## config.mk

```make
export PLATFORM = sky130hd
export DESIGN_NAME = kpd_scan
export DESIGN_NICKNAME = d
export VERILOG_FILES = /design/src/rtl/kpd_pkg.sv /design/src/rtl/kpd_sync.sv /design/src/rtl/kpd_delay.sv /design/src/rtl/kpd_pack.sv /design/src/rtl/kpd_scan.sv
export SDC_FILE = /design/constraint.sdc
export NUM_CORES = 1
export LEC_CHECK = 0
export ABC_AREA = 1
export BUFFER_PORTS_ARGS = -buffer_cell sky130_fd_sc_hd__buf_2
export CAP_MARGIN = 10
export CORE_MARGIN = 3
export CORE_UTILIZATION = 58
export CTS_CLUSTER_DIAMETER = 30
export DETAILED_ROUTE_END_ITERATION = 16
export PLACE_DENSITY = 0.83
export REMOVE_ABC_BUFFERS = 1
export SKIP_LAST_GASP = 1
export SLEW_MARGIN = 20
export SYNTH_ARGS = -nofsm -noshare
export SYNTH_HDL_FRONTEND = slang
export SYNTH_SLANG_ARGS = --single-unit
```

## constraint.sdc

```tcl
create_clock -name clk -period 2.4 [get_ports clk]
set_input_delay 0.12 -clock clk [delete_from_list [all_inputs] [get_ports clk]]
set_output_delay 0.12 -clock clk [all_outputs]
set_load 0.01 [all_outputs]
```

## src/rtl/kpd_pkg.sv

```systemverilog
// Shared types and constants for the key matrix scanner.
package kpd_pkg;
    localparam int NUM_COLS = 3;

    typedef enum logic [1:0] {
        ST_IDLE = 2'd0,
        ST_PRE  = 2'd1,
        ST_LOW  = 2'd2
    } kpd_state_e;
endpackage

```

## src/rtl/kpd_sync.sv

```systemverilog
// Two-flop synchronizer for the asynchronous row lines.
// Assumes: rows idle high (no key), so reset loads all ones.
module kpd_sync #(
    parameter int W = 4
) (
    input  logic         clk,
    input  logic         rst_n,
    input  logic [W-1:0] d_in,
    output logic [W-1:0] d_out
);
    logic [W-1:0] meta;

    // Shift the inputs through two stages.
    always_ff @(posedge clk) begin
        if (!rst_n) begin
            meta  <= '1;
            d_out <= '1;
        end else begin
            meta  <= d_in;
            d_out <= meta;
        end
    end
endmodule

```

## src/rtl/kpd_delay.sv

```systemverilog
// Phase timer: counts while run is high, flags the last cycle of each
// DLY-cycle phase and restarts by itself for the following phase.
// Assumes: DLY >= 1.
module kpd_delay #(
    parameter int DLY = 4
) (
    input  logic clk,
    input  logic rst_n,
    input  logic run,
    output logic last
);
    localparam int CW = $clog2(DLY + 1);

    logic [CW-1:0] cnt;

    assign last = run && (cnt == CW'(DLY - 1));

    // Advance the count inside a phase, clear it at the phase end or when stopped.
    always_ff @(posedge clk) begin
        if (!rst_n)                cnt <= '0;
        else if (run && !last)     cnt <= cnt + 1'b1;
        else                       cnt <= '0;
    end

    // the count never passes the phase length
    a_r4_cnt_range: assert property (@(posedge clk) disable iff (!rst_n)
        cnt < CW'(DLY));
    // a stopped timer restarts from zero
    a_r4_idle_zero: assert property (@(posedge clk) disable iff (!rst_n)
        !run |=> cnt == '0);
endmodule

```

## src/rtl/kpd_pack.sv

```systemverilog
// Turns one column's synchronized active-low rows into its masked slice
// of the key bitmap. The slice for column c starts at bit c*ROWS.
module kpd_pack #(
    parameter int                            ROWS = 4,
    parameter logic [kpd_pkg::NUM_COLS*ROWS-1:0] MASK = '1
) (
    input  logic [ROWS-1:0]                   rows_n,
    input  logic [1:0]                        col,
    output logic [kpd_pkg::NUM_COLS*ROWS-1:0] bits
);
    localparam int KEYS = kpd_pkg::NUM_COLS * ROWS;

    logic [ROWS-1:0] act;
    logic [KEYS-1:0] part [kpd_pkg::NUM_COLS];

    assign act = ~rows_n;

    for (genvar c = 0; c < kpd_pkg::NUM_COLS; c++) begin : g_col
        assign part[c] = (col == 2'(c)) ? ((KEYS'(act) << (c * ROWS)) & MASK) : '0;
    end

    // Merge the column slices (only the selected one is non-zero).
    always_comb begin
        bits = '0;
        for (int c = 0; c < kpd_pkg::NUM_COLS; c++) bits = bits | part[c];
    end
endmodule

```

## src/rtl/kpd_scan.sv

```systemverilog
// Key matrix scanner, top level. When started, visits columns 0..2. Each
// visit charges all columns high (push-pull) for DLY clocks, then switches
// to open-drain with only the visited column low for DLY clocks, and
// samples the rows on the last of those clocks.
// Assumes: DLY = CLK_MHZ*SETTLE_US >= 3 so that the synchronized rows
// reflect the low column at sampling time; start is a one-cycle pulse.
module kpd_scan #(
    parameter int                       ROWS      = 4,
    parameter int                       CLK_MHZ   = 50,
    parameter int                       SETTLE_US = 2,
    parameter logic [3*ROWS-1:0]        MASK      = '1
) (
    input  logic                 clk,
    input  logic                 rst_n,
    input  logic                 start,
    input  logic [ROWS-1:0]      row_n,
    output logic [2:0]           col_data,
    output logic [2:0]           col_drain,
    output logic                 done,
    output logic                 map_valid,
    output logic [3*ROWS-1:0]    key_map
);
    import kpd_pkg::*;

    localparam int DLY  = CLK_MHZ * SETTLE_US;
    localparam int KEYS = NUM_COLS * ROWS;
    localparam logic [1:0] LAST_COL = 2'(NUM_COLS - 1);

    kpd_state_e      state;
    logic [1:0]      col_idx;
    logic            last;
    logic [ROWS-1:0] rows_s;
    logic [KEYS-1:0] slice;

    kpd_sync #(.W(ROWS)) u_sync (
        .clk   (clk),
        .rst_n (rst_n),
        .d_in  (row_n),
        .d_out (rows_s)
    );

    kpd_delay #(.DLY(DLY)) u_delay (
        .clk   (clk),
        .rst_n (rst_n),
        .run   (state != ST_IDLE),
        .last  (last)
    );

    kpd_pack #(.ROWS(ROWS), .MASK(MASK)) u_pack (
        .rows_n (rows_s),
        .col    (col_idx),
        .bits   (slice)
    );

    // Column driver settings for the current phase.
    always_comb begin
        col_data  = 3'b111;
        col_drain = 3'b111;
        if (state == ST_PRE) begin
            col_drain = 3'b000;
        end else if (state == ST_LOW) begin
            col_data = ~(3'b001 << col_idx);
        end
    end

    // Scan sequencer: phase stepping, bitmap accumulation, completion.
    always_ff @(posedge clk) begin
        if (!rst_n) begin
            state     <= ST_IDLE;
            col_idx   <= '0;
            done      <= 1'b0;
            map_valid <= 1'b0;
            key_map   <= '0;
        end else begin
            done <= 1'b0;
            case (state)
                ST_IDLE: if (start) begin
                    state     <= ST_PRE;
                    col_idx   <= '0;
                    key_map   <= '0;
                    map_valid <= 1'b0;
                end
                ST_PRE: if (last) state <= ST_LOW;
                ST_LOW: if (last) begin
                    key_map <= key_map | slice;
                    if (col_idx == LAST_COL) begin
                        state     <= ST_IDLE;
                        done      <= 1'b1;
                        map_valid <= 1'b1;
                    end else begin
                        col_idx <= col_idx + 1'b1;
                        state   <= ST_PRE;
                    end
                end
                default: state <= ST_IDLE;
            endcase
        end
    end

    // idle leaves every column high in open-drain mode
    a_r1_idle_drive: assert property (@(posedge clk) disable iff (!rst_n)
        (state == ST_IDLE) |-> (col_data == 3'b111 && col_drain == 3'b111));
    // an accepted start clears the bitmap and the valid flag
    a_r2_clear: assert property (@(posedge clk) disable iff (!rst_n)
        (state == ST_IDLE && start) |=> (key_map == '0 && !map_valid));
    // within a scan the column index only steps upward by one
    a_r3_col_order: assert property (@(posedge clk) disable iff (!rst_n)
        (state != ST_IDLE && $past(state) != ST_IDLE && col_idx != $past(col_idx))
        |-> col_idx == $past(col_idx) + 2'd1);
    // open-drain phase pulls at most one column low
    a_r5_one_low: assert property (@(posedge clk) disable iff (!rst_n)
        (col_drain == 3'b111) |-> $countones(~col_data) <= 1);
    // done lasts a single cycle
    a_r7_done_pulse: assert property (@(posedge clk) disable iff (!rst_n)
        done |=> !done);
    // masked keys never appear
    a_r8_mask: assert property (@(posedge clk) disable iff (!rst_n)
        (key_map & ~MASK) == '0);
    // a valid bitmap holds until a new start
    a_r8_hold: assert property (@(posedge clk) disable iff (!rst_n)
        (map_valid && !start) |=> $stable(key_map));
endmodule

```

==> flow_summary.toml, run 1 <==
[status]
outcome = "finished clean"

[place]
io_buffer_count = 26
dpl.hpwl_microns = 1900
gp_congestion = 0.843

[layout]
drive_gt1_frac = 0.333
nets = 217
syn_to_final_growth_pct = 16.3
diodes = 0

[routing]
ant_nets = 0
drt_first_pass_iters = 4
drt-total-wl_microns = 2720
drcViolationCount = 0
initialDrtViolationCount = 34
vias = 1162
wl_per_cell_microns = 11.6
routed_via_density = 4.94

[yosys]
yosys.area_share.simple = 0.333
synthCells = 175
yosys.area.top_type = "dfxtp_1"
synth_xor_area_frac = 0
synth.distinct_cells = 23
ys_seq_area_frac = 0.458
synth_area_sq_um = 1440
synth_top_family_by_area = "simple AND/OR/NAND/NOR gates"
avgSynthCellArea_sq_um = 8.24
ys_ff_latch = 33
yosys-top-cells-area = "dfxtp_1 46%, nand2_1 7.6%, nor2_1 6.5%, a21oi_2 6.1%, nand2_2 4.8%"
synthMuxAreaShare = 0
yosys_warnings = 0
synthAdderAreaFrac = 0.0347
synth-compound-area-share = 0.0885
synth_top_cell_area_share = 0.458

[global_routing]
grt_antenna_before_repair = 0
grt_pass1_vias = 1133
grtUsageTotal = 0.188
overflow = 0
grt_max_degree = 22
grt_first_pass_wirelength_microns = 4570

[die]
die-width_microns = 55.9
std_cell_rows = 17
die_h_microns = 55.9
coreArea_sq_um = 2280
dieArea_sq_um = 3120
initial_core_util = 0.633
ios = 27

[clock_tree]
post_cts_resized = 0
clock_latency_ps = 340
cts-buffers-inserted = 5
cts_root_buf = "clkbuf_4"
cts.reportedPaths.clkPinSlew_ps = 100
clockBufferDepth = 2
cts_tree = "done"
clkSinkCount = 33
htreeDepth = 2

[sta]
finalSetupViolations = 0
max_slew_margin = 0.510
finalCriticalPeriod_ps = 1490
finalCritPeriodShare = 0.620
fin_skew_ps = 13.4
drv_slew = 0
setup-tns-final_ps = 0
worst_pin_slew_ps = 734
rsz0062_at_grt = "no"
max_freq_mhz = 672
hold_viol = 0
whs_ps = 65.8

[power_and_ir_drop]
clockPowerShare = 0.401
p_seq_frac = 0.522
p_leak_uw = 0.000705
p_switching_uw = 249
combPwrFrac = 0.077
internal-power_uw = 838
vdd_drop_max_v = 0.000483
p_sw_frac = 0.229
powerDensity_nw_per_um2 = 648

[critical_path]
crit_path_start_kind = "register"
worstPathRequired_ps = 2280
end_kind = "output port"
criticalPathCategory = "register to output port"
cp.arrival_ps = 1370
cp_max_fo = 9

[run]
maxCapViolations = 0

[hold_path]
hp-class = "input port to register"
==> Yosys cell counts <==
library cell and number:
nand4_1 3, clkbuf_1 1, inv_1 18, buf_2 1, a21oi_2 10, a21oi_1 6
and3_2 2, or2_2 8, nor2_4 2, nand2_1 29, nand3_1 9, nor2_1 25
nand3_2 1, buf_6 1, buf_4 2, buf_12 1, dfxtp_1 33, nand2_2 11
o21ai_0 2, nand2_4 2, ha_1 4, nor3_1 2, nor3b_1 2
==> logic make-up (layout without fill, tap and decap cells) <==
group / after synthesis / in the layout
buf+inv: 24 / 56
flops: 33 / 33
fa+ha+maj: 4 / 4
compound gates: 18 / 18
simple gates: 96 / 96
==> routing by layer <==
metal | part of all wire | vias to the layer above | track usage
met1 | 0.43 | 515 | 0.197
met5 | 0 | - | 0
met2 | 0.50 | 31 | 0.340
li1 | - | 608 | -
met4 | 0.021 | 0 | 0.0746
met3 | 0.053 | 8 | 0.0673
==> state kept, by name (all words and copies together), names as in the netlist <==
register      flops
col_idx           2
done              1
key_map          12
map_valid         1
state             2
u_delay.cnt       7
u_sync.d_out      4
u_sync.meta       4
==> power by group through the flow <==
stage / Clock (uW) / Sequential [uW] / Combinational (uW)
6_report: 436 / 567 / 84.1
5_1_grt: 459 / 569 / 94.3
4_1_cts: 441 / 567 / 84.0
3_5_place_dp: 0 / 580 / 78.8
3_3_place_gp: 0 / 579 / 77.0
2_1_floorplan: 0 / 578 / 55.7
==> path summary, 6_finish.rpt <==
path                                startpoint              end  slack (ps)  cells past startpoint
worst max register to register  u_delay.cnt[0]       col_idx[1]         930                      9
worst min-delay path                     rst_n        map_valid          70                      3
worst min register to register  u_sync.meta[2]  u_sync.d_out[2]         410                      1
worst max-delay path                  state[1]      col_data[0]         910                      4
==> cells in the final DEF, fill, tap and decap left out, types with 3 or more instances in the layout <==
cell type,count
a21oi_1,6
a21oi_2,10
buf_2,26
clkbuf_4,5
dfxtp_1,33
dlygate4sd3_1,4
ha_1,4
inv_1,18
nand2_1,29
nand2_2,11
nand3_1,9
nand4_1,3
nor2_1,25
or2_2,8
==> worst max-delay path, cell delays in order (launching register included) <==
cell and delay [ps]:
dfxtp_1 390, inv_1 80, nor2_4 190, nand2_1 180, buf_2 180
==> area by class of cell <==
cell class              instances  area, sq um
repair buffers                 30          170
multi-input cells             118          658
clock buffers                   7         55.1
well taps                      28         35.0
flip-flops and latches         33          661
fillers                       160          599
clock inverters                 1         30.0
inverters                      18         67.6
==> stage by stage <==
stage / cell area (sq um) / instances / utilization / total power, uW / setup slack, ps
5_1_grt: 1680 / 235 / 0.737 / 1120 / 766
4_1_cts: 1680 / 235 / 0.737 / 1090 / 924
6_report: 1680 / 235 / 0.737 / 1090 / 912
3_5_place_dp: 1550 / 223 / 0.682 / 659 / 973
2_1_floorplan: 1390 / 169 / - / 633 / 1170
3_3_place_gp: 1550 / 223 / 0.682 / 656 / 1020
==> what timing repair did <==
item,in CTS,in global routing
hold buffers,4,0
setup buffers,0,0
hold endpoints to repair,4,0
Power figures use the tool's default switching activity.
==> run 2: changes to the inputs <==
Settings changed: CORE_UTILIZATION 58 to 53, PLACE_DENSITY 0.83 to 0.77.
Clock period 2.4 ns to 1.5 ns, I/O delays scaled along.
==> run 2 against run 1 <==
- clock skew increased by 3.4 ps
- sequential power increased by 60%
- critical path depth grew 3
- largest cell class is now multi-input gates
- highest routed layer unchanged
==> flow_summary.toml, run 2 (same netlist as run 1, synthesis figures left out) <==
[power_and_ir_drop]
p_leak_uw = 0.000740
p_switching_uw = 401
combPwrFrac = 0.083
clockPowerShare = 0.397
internal-power_uw = 1350
p_sw_frac = 0.229
powerDensity_nw_per_um2 = 995
p_seq_frac = 0.519
vdd_drop_max_v = 0.00128

[routing]
initialDrtViolationCount = 27
drcViolationCount = 0
wl_per_cell_microns = 11.5
ant_nets = 0
routed_via_density = 4.77
drt_first_pass_iters = 4
drt-total-wl_microns = 2800
vias = 1165

[die]
die-width_microns = 58.2
initial_core_util = 0.571
die_h_microns = 58.2
dieArea_sq_um = 3380
std_cell_rows = 18
coreArea_sq_um = 2520
ios = 27

[critical_path]
criticalPathCategory = "register to register"
cp_max_fo = 12
crit_path_start_kind = "register"
end_kind = "register"
worstPathRequired_ps = 1760
cp.arrival_ps = 1680

[place]
dpl.hpwl_microns = 1930
gp_congestion = 0.946
io_buffer_count = 26
post_dp_cell_area_sq_um = 1570

[status]
outcome = "finished clean"

[layout]
finalInstanceArea_sq_um = 1760
nets = 224
final_common_cell = "dfxtp_1"
drive_gt1_frac = 0.374
reg.largest.list = "key_map (12), u_delay.cnt (7)"
fin_util = 0.697
diodes = 0
regMostFlops = "key_map"
most-common-layout-cells = "32 x dfxtp_1, 28 x nand2_1, 26 x buf_2"
syn_to_final_growth_pct = 22.0
largest_reg_flops = 12

[sta]
rsz0062_at_grt = "yes"
finalCritPeriodShare = 0.945
drv_slew = 0
max_freq_mhz = 706
finalSetupViolations = 0
worst_pin_slew_ps = 287
hold_viol = 0
fin_skew_ps = 16.8
max_slew_margin = 0.808
finalCriticalPeriod_ps = 1420

[global_routing]
grtUsageTotal = 0.186
met3_usage = 0.0824
grt.busiest_layer = "met2"
overflow = 0
grt_pass1_vias = 1131
grt_max_degree = 15
met1_usage = 0.208
grt_first_pass_wirelength_microns = 4710
use_met2 = 0.310
grt_antenna_before_repair = 0

[clock_tree]
cts-buffers-inserted = 5
cts_tree = "done"
htreeDepth = 2
cts_root_buf = "clkbuf_4"
clkSinkCount = 33
clockBufferDepth = 2
clock_latency_ps = 340
cts.reportedPaths.clkPinSlew_ps = 110

[run]
maxCapViolations = 0

[hold_path]
hp-class = "input port to register"
==> run 2: routing by layer <==
layer	wire length, microns	up-vias
met5	0	-
li1	-	625
met4	54	0
met1	1260	515
met3	119	4
met2	1360	21
==> run 2: through the flow <==
step                      setup slack, ps  TNS (ps)  hold WS (ps)  total power, uW  instances
final                                83.0         0           136             1750        244
after global routing                -60.2      -196           136             1840        244
after CTS                            61.8         0          1.43             1760        239
after detailed placement              107         0           267             1060        227
after global placement                163         0           262             1050        227
after floorplan                       266         0           182             1010        169
==> run 2: final timing paths <==
kind / from / slack, ps / to / cells past startpoint
max: u_delay.cnt[0] / 80 / key_map[11] / 7
min: start / 140 / map_valid / 4
max reg2reg: u_delay.cnt[0] / 80 / key_map[11] / 7
min reg2reg: u_sync.meta[2] / 420 / u_sync.d_out[2] / 1
==> run 2: repair_timing <==
item	in CTS	in global routing
endpoints found under the setup margin	0	9
hold buffers	4	1
setup buffers	0	4
gates resized for setup	0	6
endpoints found under the hold margin	4	2
==> run 2: final cells by class <==
cell class	instances	area [sq um]
Fill cell	217	764
Multi-Input combinational cell	118	681
Sequential cell	33	662
Timing Repair Buffer	37	225
Inverter	18	67.6
Clock buffer	7	55.1
Tap cell	30	37.5
Clock inverter	1	30.0
==> run 2: critical path, stage by stage, from the launching register on <==
cell and delay, ps:
dfxtp_1 370, ha_2 220, nand3_1 120, nor2_4 170, nand2_2 110, nand2_8 130
nand2_1 70, o21ai_0 160
==> run 2: power groups by stage <==
stage	registers [uW]	clock network, uW	logic (uW)
6_report	909	695	146
3_5_place_dp	928	0	129
2_1_floorplan	924	0	89.2
5_1_grt	912	762	164
4_1_cts	908	715	139
3_3_place_gp	927	0	127
==> run 3: changes to the inputs <==
Settings changed: CORE_UTILIZATION 53 to 56, CTS_BUF_LIST from default to sky130_fd_sc_hd__clkbuf_4 sky130_fd_sc_hd__clkbuf_8, PLACE_DENSITY 0.77 to 0.8.
==> run 3 against run 2 <==
- final area down 1.4%
- clock skew is 10 ps lower
- clock-buffer cell count decreased by 1
- maximum frequency down 0.59%
- first-iteration DRC count increased by 89%
- via count up 4.1%
- register-to-register slack about the same
- core utilization increased by 5.1 points
- critical path type unchanged
- largest power group unchanged
==> flow_summary.toml, run 3 (same netlist as run 1, synthesis figures left out) <==
[status]
outcome = "finished clean"

[routing]
drt-total-wl_microns = 3000
drcViolationCount = 0
vias = 1213
ant_nets = 0
initialDrtViolationCount = 51
wl_per_cell_microns = 12.5
routed_via_density = 5.08
drt_first_pass_iters = 4

[place]
dpl.hpwl_microns = 2150
io_buffer_count = 26
gp_congestion = 0.846
post_dp_cell_area_sq_um = 1560

[die]
die-width_microns = 56.7
dieArea_sq_um = 3220
coreArea_sq_um = 2320
std_cell_rows = 17
die_h_microns = 56.7
initial_core_util = 0.622
ios = 27

[sta]
fin_skew_ps = 6.53
whs_ps = 20.0
finalCriticalPeriod_ps = 1430
drv_slew = 0
max_slew_margin = 0.737
hold_viol = 0
finalCritPeriodShare = 0.950
worst_pin_slew_ps = 395
finalSetupViolations = 0
max_freq_mhz = 702

[layout]
fin_util = 0.748
syn_to_final_growth_pct = 20.3
nets = 221
regMostFlops = "key_map"
most-common-layout-cells = "33 x dfxtp_1, 26 x nand2_1, 26 x buf_2"
largest_reg_flops = 12
final_common_cell = "dfxtp_1"
drive_gt1_frac = 0.365
reg.largest.list = "key_map (12), u_delay.cnt (7)"
diodes = 0
finalInstanceArea_sq_um = 1730

[critical_path]
cp_max_fo = 4
r2r-end = "col_idx[1]"
criticalPathCategory = "register to register"
crit_path_cell_trace = "inv_1, ha_1, a21oi_1, nand3_1, nand2_1, inv_1, nor2_1"
worstPathRequired_ps = 1780
slowest_delay_ps = 380
slowest_stage = "dfxtp_1"
rrSetupSlack_ps = 70
end_kind = "register"
cp.arrival_ps = 1710
crit_path_start_kind = "register"
cp_common_cell = "inv_1"
rr_worst_depth = 7
rr_startpoint = "col_idx[0]"

[power_and_ir_drop]
powerDensity_nw_per_um2 = 1010
vdd_drop_max_v = 0.000976
p_leak_uw = 0.000742

[global_routing]
grt_pass1_vias = 1167
grt_max_degree = 15
grt_first_pass_wirelength_microns = 5100
grt_antenna_before_repair = 0
grtUsageTotal = 0.206
overflow = 0

[clock_tree]
cts_tree = "done"
cts-buffers-inserted = 5
htreeDepth = 2
cts.reportedPaths.clkPinSlew_ps = 100
clock_latency_ps = 340
clkSinkCount = 33
cts_root_buf = "clkbuf_4"
clockBufferDepth = 2

[hold_path]
worst_hold_startpoint = "rst_n"
hold_path_depth = 3
hp-class = "input port to register"
holdPathEnd = "col_idx[0]"

[run]
maxCapViolations = 0
-- run 3: cell types whose count changed in the layout (fill, tap and decap cells not counted), sizes merged --
cell and delta:
clkbuf -1, dlygate4sd3 -1, clkinvlp +1, dlymetal6s2s +1
buf -3
-- run 3: where the power goes --
part	leakage, uW	internal, uW	total, uW	switching [uW]
combinational	0.000429	52.8	144	91.5
clock	0.0000445	396	704	308
sequential	0.000268	895	908	13.6
total	0.000742	1340	1760	413
-- run 3: timing repair --
item                                    4_1_cts  5_1_grt
endpoints found under the hold margin         4        0
resized for setup                             0        5
endpoints found under the setup margin        0        8
buffers inserted                              0        3
hold buffers                                  4        0
-- run 3: worst max-delay path by stage --
stage	cells after the start	endpoint	slack [ps]	startpoint
4_1_cts	4	col_data[0]	20	state[1]
3_5_place_dp	9	col_idx[1]	100	u_delay.cnt[0]
6_report	7	col_idx[1]	70	col_idx[0]
5_1_grt	4	col_data[2]	-2	state[1]
2_1_floorplan	9	col_idx[1]	270	u_delay.cnt[0]
3_3_place_gp	7	key_map[9]	160	u_delay.cnt[0]
-- run 3: per-stage QoR --
stage / std cells / setup TNS (ps) / total power, uW / setup slack, ps
after floorplan: 169 / 0 / 1010 / 266
after global placement: 224 / 0 / 1050 / 155
after detailed placement: 224 / 0 / 1060 / 102
after CTS: 236 / 0 / 1760 / 17.1
after global routing: 239 / -2.23 / 1840 / -2.23
final: 239 / 0 / 1760 / 74.6
-- run 3: layout make-up --
class	instances	area, sq um
fillers	195	584
clock buffers	6	51.3
clock inverters	2	37.5
inverters	18	67.6
well taps	28	35.0
multi-input cells	118	677
flip-flops and latches	33	661
repair buffers	34	205
-- run 3: worst max-delay path: cells and delay by family, from the launching register on --
kind | cells | cell delay [ps]
flops | 1 | 380
compound gates | 1 | 300
simple gates | 3 | 310
fa+ha+maj | 1 | 240
buf+inv | 2 | 130
-- run 3: layer usage --
| layer | vias up | share of wire | track usage |
|---|---|---|---|
| met2 | 35 | 0.49 | 0.348 |
| met4 | 0 | 0.022 | 0.0828 |
| met5 | - | 0 | 0 |
| met1 | 551 | 0.42 | 0.226 |
| li1 | 617 | - | - |
| met3 | 10 | 0.070 | 0.0874 |
